[src/rtl/txs_pkg.sv]
package txs_pkg;

  typedef struct packed {
    logic req_irq;
    logic jabber;
    logic underrun;
    logic max_coll;
  } txs_flags_t;

  localparam int STATUS_W = 8;

  // Build the host-visible status byte from the outcome flags and the lost marker
  function automatic logic [STATUS_W-1:0] txs_pack(input txs_flags_t f, input logic lost);
    return {1'b1, f.req_irq, f.jabber, f.underrun, f.max_coll, lost, 2'b00};
  endfunction

  // Entry needs host attention: request-interrupt or any error bit
  function automatic logic txs_needs_attn(input logic [STATUS_W-1:0] b);
    return |b[6:2];
  endfunction

  // Outcomes that stop the transmitter until a transmit reset
  function automatic logic txs_is_fatal(input txs_flags_t f);
    return f.jabber | f.underrun;
  endfunction

endpackage

[src/rtl/txs_store.sv]
module txs_store #(
  parameter int DEPTH = 4,
  parameter int WIDTH = 8
) (
  input  logic             clk,
  input  logic             rst,
  input  logic             clr,
  input  logic             wr_en,
  input  logic [WIDTH-1:0] wr_data,
  input  logic             wr_attn,
  input  logic             rd_en,
  output logic [WIDTH-1:0] top_q,
  output logic             attn_q,
  output logic             drop_o
);

  localparam int PTR_W = (DEPTH > 1) ? $clog2(DEPTH) : 1;
  localparam int CNT_W = $clog2(DEPTH + 1);
  localparam logic [CNT_W-1:0] FULL_CNT = CNT_W'(DEPTH);
  localparam logic [PTR_W-1:0] LAST_PTR = PTR_W'(DEPTH - 1);

  function automatic logic [PTR_W-1:0] bump(input logic [PTR_W-1:0] p);
    return (p == LAST_PTR) ? '0 : p + 1'b1;
  endfunction

  logic [WIDTH-1:0] mem [DEPTH];
  logic [PTR_W-1:0] rd_ptr, wr_ptr, rd_ptr_n, wr_ptr_n;
  logic [CNT_W-1:0] cnt, cnt_n;
  logic [DEPTH-1:0] occ_q, occ_n, att_q, att_n;
  logic             do_pop, do_push;
  logic [WIDTH-1:0] top_n;

  always_comb begin
    do_pop  = rd_en & ~clr & (cnt != '0);
    do_push = wr_en & ~clr & ((cnt != FULL_CNT) | do_pop);
    drop_o  = wr_en & ~clr & ~do_push;
  end

  always_comb begin
    if (clr) begin
      rd_ptr_n = '0;
      wr_ptr_n = '0;
      cnt_n    = '0;
    end else begin
      rd_ptr_n = do_pop  ? bump(rd_ptr) : rd_ptr;
      wr_ptr_n = do_push ? bump(wr_ptr) : wr_ptr;
      cnt_n    = cnt + CNT_W'(do_push) - CNT_W'(do_pop);
    end
  end

  // Per-slot occupancy and attention bits, kept beside the data memory
  for (genvar i = 0; i < DEPTH; i++) begin : g_slot
    always_comb begin
      if (clr)
        occ_n[i] = 1'b0;
      else if (do_push && wr_ptr == PTR_W'(i))
        occ_n[i] = 1'b1;
      else if (do_pop && rd_ptr == PTR_W'(i))
        occ_n[i] = 1'b0;
      else
        occ_n[i] = occ_q[i];
      att_n[i] = (do_push && wr_ptr == PTR_W'(i)) ? wr_attn : att_q[i];
    end
  end

  // Next head byte, with bypass when the head slot is written this cycle
  always_comb begin
    if (cnt_n == '0)
      top_n = '0;
    else if (do_push && wr_ptr == rd_ptr_n)
      top_n = wr_data;
    else
      top_n = mem[rd_ptr_n];
  end

  // Data memory without reset so it maps to memory resources
  always_ff @(posedge clk) begin
    if (do_push)
      mem[wr_ptr] <= wr_data;
  end

  always_ff @(posedge clk) begin
    if (rst) begin
      rd_ptr <= '0;
      wr_ptr <= '0;
      cnt    <= '0;
      occ_q  <= '0;
      att_q  <= '0;
      top_q  <= '0;
      attn_q <= 1'b0;
    end else begin
      rd_ptr <= rd_ptr_n;
      wr_ptr <= wr_ptr_n;
      cnt    <= cnt_n;
      occ_q  <= occ_n;
      att_q  <= att_n;
      top_q  <= top_n;
      attn_q <= |(occ_n & att_n);
    end
  end

endmodule

[src/rtl/txs_guard.sv]
module txs_guard (
  input  logic clk,
  input  logic rst,
  input  logic clr,
  input  logic accept,
  input  logic drop,
  input  logic fatal,
  output logic halt_q,
  output logic lost_q
);

  always_ff @(posedge clk) begin
    if (rst || clr) begin
      halt_q <= 1'b0;
      lost_q <= 1'b0;
    end else begin
      if ((accept || drop) && fatal)
        halt_q <= 1'b1;
      if (drop)
        lost_q <= 1'b1;
      else if (accept)
        lost_q <= 1'b0;
    end
  end

endmodule

[src/rtl/txstat_stack.sv]
module txstat_stack #(
  parameter int DEPTH = 4
) (
  input  logic       clk,
  input  logic       rst,
  input  logic       done_valid,
  input  logic [3:0] done_flags,
  input  logic       host_wr,
  input  logic       tx_reset,
  output logic [7:0] status_q,
  output logic       tx_cmpl_irq,
  output logic       tx_halt
);
  import txs_pkg::*;

  txs_flags_t          flags;
  logic [STATUS_W-1:0] entry;
  logic                lost, drop, accept, fatal;

  always_comb begin
    flags  = txs_flags_t'(done_flags);
    entry  = txs_pack(flags, lost);
    fatal  = txs_is_fatal(flags);
    accept = done_valid & ~tx_reset & ~drop;
  end

  txs_store #(.DEPTH(DEPTH), .WIDTH(STATUS_W)) store_i (
    .clk     (clk),
    .rst     (rst),
    .clr     (tx_reset),
    .wr_en   (done_valid),
    .wr_data (entry),
    .wr_attn (txs_needs_attn(entry)),
    .rd_en   (host_wr),
    .top_q   (status_q),
    .attn_q  (tx_cmpl_irq),
    .drop_o  (drop)
  );

  txs_guard guard_i (
    .clk    (clk),
    .rst    (rst),
    .clr    (tx_reset),
    .accept (accept),
    .drop   (drop),
    .fatal  (fatal),
    .halt_q (tx_halt),
    .lost_q (lost)
  );

endmodule

[config.mk]
export PLATFORM = sky130hd
export DESIGN_NAME = txstat_stack
export DESIGN_NICKNAME = d
export VERILOG_FILES = /design/src/rtl/txs_pkg.sv /design/src/rtl/txs_store.sv /design/src/rtl/txs_guard.sv /design/src/rtl/txstat_stack.sv
export SDC_FILE = /design/constraint.sdc
export NUM_CORES = 1
export LEC_CHECK = 0
export CORE_MARGIN = 2
export CORE_UTILIZATION = 40
export CTS_CLUSTER_DIAMETER = 50
export DETAILED_ROUTE_END_ITERATION = 8
export DONT_BUFFER_PORTS = 1
export GPL_TIMING_DRIVEN = 0
export PLACE_DENSITY_LB_ADDON = 0.2
export SKIP_CTS_REPAIR_TIMING = 1
export SLEW_MARGIN = 0
export SYNTH_ARGS = -nofsm -noshare
export SYNTH_HDL_FRONTEND = slang
export SYNTH_HIERARCHICAL = 1
export SYNTH_SLANG_ARGS = --single-unit
[constraint.sdc]
create_clock -name clk -period 5.1 [get_ports clk]
set_input_delay 1.02 -clock clk [delete_from_list [all_inputs] [get_ports clk]]
set_output_delay 1.02 -clock clk [all_outputs]
set_load 0.005 [all_outputs]
Word level (Yosys, flattened, before mapping)
Memory sizes are Yosys's and may differ from the RTL's. A register that Yosys moved wholly into a read port is not among the register bits.
Cells that the tools add are included.
{"block": "op_classes", "n_mul": 0, "eq_ne": 8, "n_addsub": 4, "mux": 26, "order_cmp": 0, "bitwise_logic": 12, "shift": 0, "n_div": 0, "n_reduce_logical": 22}
{"operator": "1-bit two-way mux", "n": 20}
{"operator": "1-bit logical AND", "n": 10}
{"operator": "2-bit == test (second input constant)", "n": 4}
{"operator": "2-bit two-way mux", "n": 4}
{"operator": "8-bit two-way mux", "n": 1}
{"operator": "1-bit AND", "n": 6}
{"operator": "5-bit OR reduction", "n": 1}
{"operator": "2-bit by 1-bit adder with 2-bit output (second input constant)", "n": 2}
{"operator": "4-bit AND", "n": 1}
{"operator": "2-bit by 1-bit == test with 1-bit output (second input constant)", "n": 2}
{"operator": "2-bit logical NOT", "n": 2}
{"operator": "2-bit OR reduction", "n": 2}
{"operator": "4-bit OR reduction", "n": 1}
{"operator": "3-bit by 1-bit adder with 3-bit output", "n": 1}
{"operator": "3-bit logical NOT", "n": 1}
{"operator": "3-bit two-way mux", "n": 1}
{"operator": "3-bit != test (second input constant)", "n": 1}
{"operator": "1-bit NOT", "n": 3}
{"operator": "3-bit nonzero test", "n": 1}
{"operator": "3-bit OR reduction", "n": 1}
{"operator": "3-bit by 1-bit subtractor with 3-bit output", "n": 1}
{"operator": "2-bit == test", "n": 1}
{"operator": "1-bit logical OR", "n": 2}
{"operator": "1-bit OR", "n": 2}
{"operator": "2-bit nonzero test", "n": 1}
{"block": "totals", "mem_bits_ro": 0, "mem_bits_rw": 20, "memories": 1, "latchBits": 0, "inputBits": 9, "ff_bits": 26}
{"memory": "store_i.mem", "words": 4, "width": 5, "read_ports": 1, "rd_clocked_by_memory_dff": 1, "wr": 1, "line": "txs_store.sv:26", "source": "logic [WIDTH-1:0] mem [DEPTH];"}

Depth between registers and ports, before layout
{"block": "depth", "word_depth": 11, "depth_mapped": 13, "ltp_nobuf": 12}

By module
Netlist, hierarchy kept.
{"mod": "txs_store", "area_per_inst_um2": 2416.1, "instances": 1, "cells_per_inst": 194}
{"mod": "txs_guard", "area_per_inst_um2": 78.8, "instances": 1, "cells_per_inst": 8}
{"mod": "txstat_stack", "area_per_inst_um2": 28.8, "instances": 1, "cells_per_inst": 5}

Worst setup path after synthesis
OpenSTA, ideal clock, no wires.
{"block": "synth_timing", "path_type": "input to register", "from": "input tx_reset", "to": "register store_i.top_q[2] (read register of store_i.mem)", "t_arrival_ns": 3.764, "setup_slack_ns": 1.219, "setup_ns": 0.117, "required_time_ns": 4.983, "cell_stages": 13, "path_cell_list": "nand2b_1 -> nor2_1 -> inv_1 -> ha_1 -> inv_1 -> ha_1 -> fa_1 -> xor2_1 -> xnor2_1 -> o31ai_1 -> and4bb_4 -> buf_6 -> a22o_1"}
{"block": "synth_between", "elab_chain_len": 10, "word_cells_on_any_way": 13}
{"element": "start: declaration", "line": "txstat_stack.sv:9", "source": "input logic tx_reset,"}
{"element": "1-bit NOT", "line": "txs_store.sv:34, txs_store.sv:35"}
{"element": "1-bit AND (2 in a row)", "line": "txs_store.sv:34", "source": "do_pop = rd_en & ~clr & (cnt != '0);"}
{"element": "1-bit OR", "line": "txs_store.sv:35", "source": "do_push = wr_en & ~clr & ((cnt != FULL_CNT) | do_pop);"}
{"element": "1-bit AND", "line": "txs_store.sv:35"}
{"element": "3-bit by 1-bit adder with 3-bit output", "line": "txs_store.sv:47", "source": "cnt_n = cnt + CNT_W'(do_push) - CNT_W'(do_pop);"}
{"element": "3-bit by 1-bit subtractor with 3-bit output", "line": "txs_store.sv:47"}
{"element": "3-bit two-way mux", "line": "txs_store.sv:40", "source": "if (clr) begin"}
{"element": "3-bit logical NOT", "line": "txs_store.sv:68", "source": "if (cnt_n == '0)"}
{"element": "2-bit OR reduction (no line)"}
{"element": "end: declaration", "line": "txs_store.sv:12", "source": "output logic [WIDTH-1:0] top_q,"}
Parallel ways exist; a longest one is shown, timed or not.
A chain may end at the register's enable or synchronous reset.

Worst setup path after layout
Same ends and word-level chain as after synthesis.

==> reports/qor.csv <==
metric;value;unit
buffer cell driving the clock tree root;clkbuf_8;
portion of the clock cycle consumed by the worst path in the final layout;0.757;
Inserted Clock Buffers;9;
DRC violations left;0;
post-synthesis cell count;207;
final critical delay including setup and external delays;3.86;ns
outcome;complete, no violations;
number of flip-flops and latches in the synthesized netlist;58;
data required time at the worst endpoint;5.32;ns
Core Region;0.00603;mm^2
list of most frequent post-synthesis cells;edfxtp_1 (32), inv_1 (29), dfxtp_1 (26);
max-slew violation total from the final report;0;
clock tree from TritonCTS;done;
combinational family with the most area after synthesis;compound AO/OA/AOI/OAI gates;
Simple-Gate Fraction of Synth Area;0.111;
width of the die;83.4;um
gr usage total;0.150;
post-detailed-placement half-perimeter wirelength;3.21;mm
sequential share of the synthesized area;0.587;
transition time of the tightest slew-check pin;1.28;ns
reported leakage power;1.24;nW
Warnings, synthesis;6;
total grt overflow;0;
Post-synth ARST share;0;
placer's final routability congestion estimate;0.748;
wire length per cell after detailed routing;15.5;um
CTS Sinks;58;
layout overhead on the synthesized area;14.6;%
number of top-level design ports;19;
starting density of the core;0.419;
maximum resistive drop on vdd;0.137;mV
final sum of negative setup slack;0;ns
worst path arrival time;4.08;ns
aggregate routed wire length;4.82;mm
source-to-sink clock delay at the later pin of the worst-skew pair;0.34;ns
die area;0.00696;mm^2
xor and xnor fraction of the mapped netlist area;0.0104;
detailed-route via count;1560;
startpoint type of the worst setup path;input port;
ys flop type;edfxtp_1;
Max Freq;0.259;GHz
overall power of the completed layout;1.01;mW
total number of nets in the final design;251;
Compound-Gate Fraction of Synth Area;0.118;
global-route wire length before repair;7.73;mm
first-pass detailed-route iteration total;4;
adder and majority gate portion of the synthesized area;0.0575;
ratio of total power to cell area;349;mW/mm^2
post-detailed-route via-to-cell ratio;5.02;
ratio of cells with drive above 1 in the final layout;0.102;
First DRT Iteration DRCs;74;
antenna violations before repair;0;
setup repair after global routing missed its margin;false;
leading cell type by number of instances after synthesis;edfxtp_1;
library cell occupying the most area in the post-synthesis netlist;edfxtp_1;
Worst Path Class, Setup;in2reg;
synth unique cells;42;
post-synth design cell area;0.00252;mm^2
Clock Pin Slew Worst Setup and Hold Paths;0.06;ns
y dimension of the die;83.4;um
Slew Limit Headroom;0.140;
synth top area cells;edfxtp_1 (38%), dfxtp_1 (21%), mux2i_1 (5.9%);
largest net degree at the start of global routing;11;
number of H-tree levels;3;
total setup violations reported at the end of the flow;0;
Worst Path Max Fanout;8;
number of rows created at floorplan;28;
Longest Clk Path Bufs;2;
final worst clock skew;0.00932;ns
number of enable flip-flop cells after synthesis;32;
Post-Syn Area per Cell;12.2;um^2
number of max-cap violations;0;
class of the most critical hold timing path;reg2reg;
multiplexer share of the synthesized area;0.0595;
remaining antenna violation count;0;
area fraction of the dominant cell type after synthesis;0.381;
via count of the first global-routing pass;1496;
Antenna diodes;0;
crit path capture type;flop;
Port Buffers;0;
final count of hold timing violations;0;
[logic make-up after synthesis]
logic type,Yosys count
AOI/OAI and AO/OA,33
muxes,15
buffers and inverters,33
and+or+nand+nor,52
other,2
adders and majority gates,11
DFF,58
xor gates and xnor gates,3
[worst max-delay path, stage by stage]
cell and delay, ns:
nand2b_1 0.15, nor2_1 0.43, inv_1 0.20, ha_1 0.32
inv_1 0.04, ha_1 0.18, fa_1 0.38, xor2_1 0.16
xnor2_1 0.14, o31ai_1 0.44, and4bb_4 0.27, buf_6 0.14
a22o_1 0.22
[area by class of cell]
| cell class | instances | area [um^2] |
|---|---|---|
| multi-input combinational | 129 | 963 |
| tap | 75 | 93.8 |
| inverter | 29 | 109 |
| sequential | 58 | 1480 |
| clock buffer | 11 | 141 |
| clock inverter | 5 | 77.6 |
| fill | 539 | 3130 |
| buffer | 4 | 26.3 |
[placed cells by master, fill, tap and decap left out, types with 6 or more instances in the layout]
master,n
ha_1,10
nor2_1,15
edfxtp_1,32
nand2_1,15
a21oi_1,6
a222oi_1,8
dfxtp_1,26
conb_1,15
inv_1,29
a22o_1,8
mux2i_1,15
clkbuf_8,10
[path summary, 6_finish.rpt]
path,endpoint,slack [ns],start,cells past startpoint
min,store_i/occ_q[3]$_SDFF_PP0_,0.46,store_i/occ_q[3]$_SDFF_PP0_,2
max reg2reg,store_i/top_q[2]$_SDFF_PP0_,1.50,store_i/cnt[1]$_SDFF_PP0_,13
max,store_i/top_q[2]$_SDFF_PP0_,1.24,tx_reset,13
min reg2reg,store_i/occ_q[3]$_SDFF_PP0_,0.46,store_i/occ_q[3]$_SDFF_PP0_,2
[state kept, by name, indices dropped and copies added, names as in the netlist]
| register | count |
|---|---|
| guard_i/lost_q | 1 |
| store_i/rd_ptr | 2 |
| store_i/mem | 32 |
| store_i/attn_q | 1 |
| store_i/occ_q | 4 |
| guard_i/halt_q | 1 |
| store_i/wr_ptr | 2 |
| store_i/att_q | 4 |
| store_i/cnt | 3 |
| store_i/top_q | 8 |
[power by group]
group	internal [mW]	switching, mW	total (mW)
clock	0.287	0.175	0.462
sequential	0.502	0.00488	0.507
combinational	0.0161	0.0250	0.0411
total	0.805	0.205	1.01
[metrics by stage]
stage / instances / hold WS [ns] / instance area, um^2 / util / setup slack [ns]
2_1_floorplan: 220 / 0.436 / 2570 / - / 1.22
3_3_place_gp: 295 / 0.443 / 2670 / 0.442 / 0.882
3_5_place_dp: 295 / 0.447 / 2670 / 0.444 / 0.923
4_1_cts: 311 / 0.457 / 2890 / 0.480 / 1.26
5_1_grt: 311 / 0.477 / 2890 / 0.480 / 1.07
6_report: 311 / 0.459 / 2890 / 0.480 / 1.24
[routing by layer]
layer  global-route usage  wire [um]  vias to the layer above
li1                     -          -                      782
met1                0.195       2320                      745
met2                0.221       2200                       28
met3               0.0527        234                        5
met4               0.0748         63                        0
met5                    0          0                        -
No activity file was read; power rests on OpenSTA's default activity.
